`config.mk`:
```
export PLATFORM = sky130hd
export DESIGN_NAME = oc_addsub
export DESIGN_NICKNAME = d
export VERILOG_FILES = /design/src/rtl/oc_pkg.sv /design/src/rtl/oc_operand_cond.sv /design/src/rtl/oc_raw_adder.sv /design/src/rtl/oc_eac_inc.sv /design/src/rtl/oc_addsub.sv
export SDC_FILE = /design/constraint.sdc
export NUM_CORES = 1
export LEC_CHECK = 0
export BUFFER_PORTS_ARGS = -buffer_cell sky130_fd_sc_hd__buf_4
export CELL_PAD_IN_SITES_DETAIL_PLACEMENT = 0
export CELL_PAD_IN_SITES_GLOBAL_PLACEMENT = 1
export CORE_AREA = 2 2 39 41
export DETAILED_ROUTE_END_ITERATION = 8
export DIE_AREA = 0 0 41 43
export GPL_TIMING_DRIVEN = 0
export PLACE_DENSITY_LB_ADDON = 0.12
export SYNTH_ARGS = -nofsm -noshare
export SYNTH_HDL_FRONTEND = slang
export SYNTH_HIERARCHICAL = 1
export SYNTH_SLANG_ARGS = --single-unit
```
`constraint.sdc`:
```
create_clock -name vclk -period 5.1
set_input_delay 1.02 -clock vclk [all_inputs]
set_output_delay 1.02 -clock vclk [all_outputs]
set_load 0.05 [all_outputs]
```
`src/rtl/oc_pkg.sv`:
```
package oc_pkg;

    localparam int unsigned OC_W   = 4;
    localparam int unsigned OC_MSB = OC_W - 1;

    typedef logic [OC_W-1:0] oc_word_t;

    typedef enum logic {
        OC_ADD = 1'b0,
        OC_SUB = 1'b1
    } oc_op_e;

    typedef struct packed {
        logic     carry;
        oc_word_t bits;
    } oc_raw_t;

    function automatic logic oc_sign(input oc_word_t w);
        return w[OC_MSB];
    endfunction

    function automatic logic oc_is_ones(input oc_word_t w);
        return &w;
    endfunction

endpackage

```
`src/rtl/oc_operand_cond.sv`:
```
module oc_operand_cond
    import oc_pkg::*;
#(
    parameter int unsigned W = OC_W
) (
    input  logic [W-1:0] opnd_i,
    input  oc_op_e       op_i,
    output logic [W-1:0] opnd_eff_o
);

    logic invert;
    assign invert = (op_i == OC_SUB);

    for (genvar gi = 0; gi < W; gi++) begin : g_bit
        assign opnd_eff_o[gi] = opnd_i[gi] ^ invert;
    end

endmodule

```
`src/rtl/oc_raw_adder.sv`:
```
module oc_raw_adder
    import oc_pkg::*;
(
    input  oc_word_t x_i,
    input  oc_word_t y_i,
    output oc_raw_t  raw_o
);

    logic [OC_W:0] total;

    always_comb begin
        total = {1'b0, x_i} + {1'b0, y_i};
        raw_o = oc_raw_t'(total);
    end

endmodule

```
`src/rtl/oc_eac_inc.sv`:
```
module oc_eac_inc
    import oc_pkg::*;
(
    input  oc_raw_t  raw_i,
    output oc_word_t res_o
);

    assign res_o = raw_i.bits + oc_word_t'(raw_i.carry);

    // a raw carry means the low bits are not all ones, so the add-back never wraps
    always_comb begin
        a_r4_no_wrap: assert (!(raw_i.carry && oc_is_ones(raw_i.bits)))
            else $error("R4 end-around increment wrapped");
    end

endmodule

```
`src/rtl/oc_addsub.sv`:
```
module oc_addsub
    import oc_pkg::*;
(
    input  logic [3:0] a_i,
    input  logic [3:0] b_i,
    input  logic       sub_i,
    output logic [3:0] sum_o,
    output logic       ovf_o
);

    oc_op_e   op;
    oc_word_t b_eff;
    oc_raw_t  raw;
    oc_word_t res;

    assign op = oc_op_e'(sub_i);

    oc_operand_cond #(.W(OC_W)) u_cond (
        .opnd_i    (b_i),
        .op_i      (op),
        .opnd_eff_o(b_eff)
    );

    oc_raw_adder u_raw (
        .x_i  (a_i),
        .y_i  (b_eff),
        .raw_o(raw)
    );

    oc_eac_inc u_inc (
        .raw_i(raw),
        .res_o(res)
    );

    logic same_sign;
    assign same_sign = (oc_sign(a_i) == oc_sign(b_eff));
    assign sum_o     = res;
    assign ovf_o     = same_sign && (oc_sign(res) != oc_sign(a_i));

    always_comb begin
        // adding zero leaves A untouched
        a_r2_add_zero: assert (!(!sub_i && b_i == 4'b0000) || sum_o == a_i)
            else $error("R2 A plus 0000 changed A");
        // A minus A is negative zero
        a_r3_self_sub: assert (!(sub_i && a_i == b_i) || sum_o == 4'b1111)
            else $error("R3 A minus A not 1111");
        // an overflow always flips the sign away from A
        a_r5_ovf_sign: assert (!ovf_o || (sum_o[3] != a_i[3]))
            else $error("R5 overflow with unchanged sign");
        // mixed-sign operands never overflow
        a_r6_no_overflow: assert (!(a_i[3] != (b_i[3] ^ sub_i)) || !ovf_o)
            else $error("R6 overflow on mixed signs");
    end

endmodule

```
==> flow_summary.rst <==
.. list-table::
   :header-rows: 1

   * - Metric
     - Value
   * - Final net count
     - 60
   * - Run status
     - complete, no violations
   * - Overall power after layout
     - between 100 and 150 uW
   * - Final sequential cell count
     - 0
   * - Final Routed Wirelength
     - about 440 um
   * - Path type of the worst min-delay path
     - in2out
   * - Highest-count cells in the layout ignoring fill and taps
     - sky130_fd_sc_hd__buf_4 (14), sky130_fd_sc_hd__ha_1 (6), sky130_fd_sc_hd__xor2_1 (5), sky130_fd_sc_hd__inv_1 (4), sky130_fd_sc_hd__xnor2_1 (3)
   * - Unique masters post-synth
     - 13
   * - Maximum number of pins on one net before global-route repair
     - 5
   * - Sequential area share after synthesis
     - 0%
   * - Max Slew Vio Count
     - 0
   * - Vertical extent of the die
     - roughly 43 um
   * - Non-filler cells, final
     - just under 60
   * - Highest fanout seen on the critical path
     - 4
   * - Mean post-synth cell area
     - ~8.6 um2
   * - Fraction of final layout cells sized beyond drive strength 1
     - between 30% and 40%
   * - Number of instances in the synthesized netlist
     - 28
   * - Synth top area cells
     - sky130_fd_sc_hd__ha_1 (31%), sky130_fd_sc_hd__xor2_1 (18%), sky130_fd_sc_hd__xnor2_1 (11%)
   * - Routability cong.
     - between 0.6 and 0.7
   * - Slew of the pin with the lowest slew margin
     - around 0.29 ns
   * - Final standard cell utilization of the core
     - between 20% and 30%
   * - Cell type with the largest total area after synthesis
     - sky130_fd_sc_hd__ha_1
   * - Starting Density
     - between 10% and 20%
   * - Quantity of I/O buffers inserted on ports
     - 14
   * - Sort of element at the start of the critical path
     - primary input
   * - Post-detailed-route count of antenna-violating nets
     - 0
   * - Final Cycle Share
     - between 80% and 90%
   * - Via count of the first global-routing pass
     - around 220
   * - Endpoint required time on the critical path
     - ~4.1 ns
   * - Static Leak
     - slightly below 0.0002 uW
   * - Relative slew margins
     - between 80% and 90%
   * - Sequential cell area
     - 0 um2
   * - Start point of the critical path
     - sub_i
   * - Number of buffers inserted by hold repair at cts
     - 0
   * - Antenna diode count
     - 0
   * - Ratio of total power to cell area
     - roughly 320 nW/um2
   * - GRT Resource Usage Total
     - 6.206%
   * - Initial antenna violation count
     - 0
   * - Violation count after the first detailed-routing iteration
     - 0
   * - Hpwl dp
     - approximately 450 um
   * - Minimum clock period after layout
     - between 4 and 5 ns
   * - Synthesis warning total
     - 6
   * - Clock Buffer Count
     - 0
   * - Boundary Pins
     - 14
   * - Area of the core region
     - 1384 um2
   * - Instance area after placement
     - 366.6 um2
   * - Area of all placed cells without fillers
     - between 300 and 400 um2
   * - Maximum vdd drop
     - approximately 0.000077 V
   * - Leading cell type in the layout, fill and taps excluded
     - sky130_fd_sc_hd__buf_4
   * - Number of rows in the core area
     - 14
   * - Critical Path Slowest Stage Cell
     - sky130_fd_sc_hd__fa_1
   * - Worst-path cell chain
     - buf_4 > xor2_1 > ha_1 > inv_1 > fa_1 > nor2b_1 > o21ai_0 > nand2b_1 > ha_1 > nand3_1 > xnor2_1 > nand2b_1 > o22ai_2 > buf_4
   * - Setup_tns
     - 0 ns
   * - Wire length of the first global-routing pass
     - between 800 and 900 um
   * - Total Die Area
     - 1763 um2
   * - Grt total ovfl
     - 0
   * - Total of max-cap violations
     - 0
   * - Final setup violation count
     - 0
   * - CTS resizes
     - 0
   * - Nets in the synthesized netlist
     - 44
   * - Worst Path Arrival
     - ~3.2 ns
   * - Proportion of netlist area held by the largest area contributor
     - between 30 and 40%
   * - Critical Path Sink Type
     - primary output
   * - Residual DRC count
     - 0
   * - Cell area after synthesis
     - between 200 and 250 um2
   * - Slowest stage delay, CP
     - a little under 0.4 ns
   * - Layout-stage area growth over the synthesis result
     - 51.81%
   * - Type of the setup path with the least slack
     - in2out
   * - RSZ-0062 raised after global routing
     - no
   * - Start point of the worst hold path
     - a_i[3]
   * - Drt pass-1 iters
     - 1
   * - Hold Vio Cnt, Final
     - 0
   * - Filler Cells Inserted
     - around 160
   * - Die Width
     - between 40 and 50 um
   * - Max frequency
     - ~0.24 GHz
   * - Dpl cells
     - 58
   * - Post-CTS Setup Bufs
     - 0
   * - Number of vias in the routed layout
     - between 200 and 250
   * - Post-detailed-route via-to-cell ratio
     - 3.948
   * - Post-detailed-route wirelength per cell
     - between 7 and 8 um
==> layer usage <==
metal  up-vias  GRT usage, %  share of wire, %
li1        120             -                 -
met1       100         8.917                43
met2         9         10.63                49
met3         0             0               7.9
met4         0             0                 0
met5         -             0                 0
==> Yosys cell counts (2+ instances only) <==
cell	instances
sky130_fd_sc_hd__xor2_1	5
sky130_fd_sc_hd__ha_1	6
sky130_fd_sc_hd__nand2b_1	2
sky130_fd_sc_hd__xnor2_1	3
sky130_fd_sc_hd__inv_1	4
==> report_power, final <==
group	internal, uW	total [uW]	leakage (uW)	switching (uW)
logic	40.3	116	0.000196	75.9
registers	0	0	0	0
clock network	0	0	0	0
total	40.3	116	0.000196	75.9
==> layout make-up <==
type / instances / area (um2) / area share [%]
Inverter: 4 / 15.01 / 4.096
Timing Repair Buffer: 14 / 105.1 / 28.67
Tap cell: 16 / 20.02 / 5.461
Multi-Input combinational cell: 24 / 226.5 / 61.77
==> per-stage QoR <==
step           hold slack, ns  worst slack (ns)
2_1_floorplan           2.298            0.2723
6_report                2.471            0.9099
4_1_cts                 2.474            0.8558
5_1_grt                 2.517            0.6542
3_5_place_dp            2.474            0.8403
3_3_place_gp            2.472            0.9011
==> kinds of logic (layout without fill, tap and decap cells) <==
kind of cell,after synthesis,after routing,synth area share [%]
AO/OA/AOI/OAI,4,4,13.99
XOR/XNOR,8,8,29.02
adder cells (fa/ha/maj),7,7,39.38
buffers and inverters,4,18,6.216
AND/OR/NAND/NOR,5,5,11.40
==> path summary, 6_finish.rpt <==
path / slack, ns / end / cells past startpoint
min: 2.47 / ovf_o / 4
max: 0.91 / ovf_o / 14
==> worst max-delay path, delay by kind of cell <==
| family | cells | cell delay, ns |
|---|---|---|
| adders and majority gates | 3 | 0.73 |
| and+or+nand+nor | 4 | 0.40 |
| buffers and inverters | 3 | 0.40 |
| xor gates and xnor gates | 2 | 0.43 |
| AOI/OAI and AO/OA | 2 | 0.19 |
Note: power is estimated with default switching activity, not from simulation.
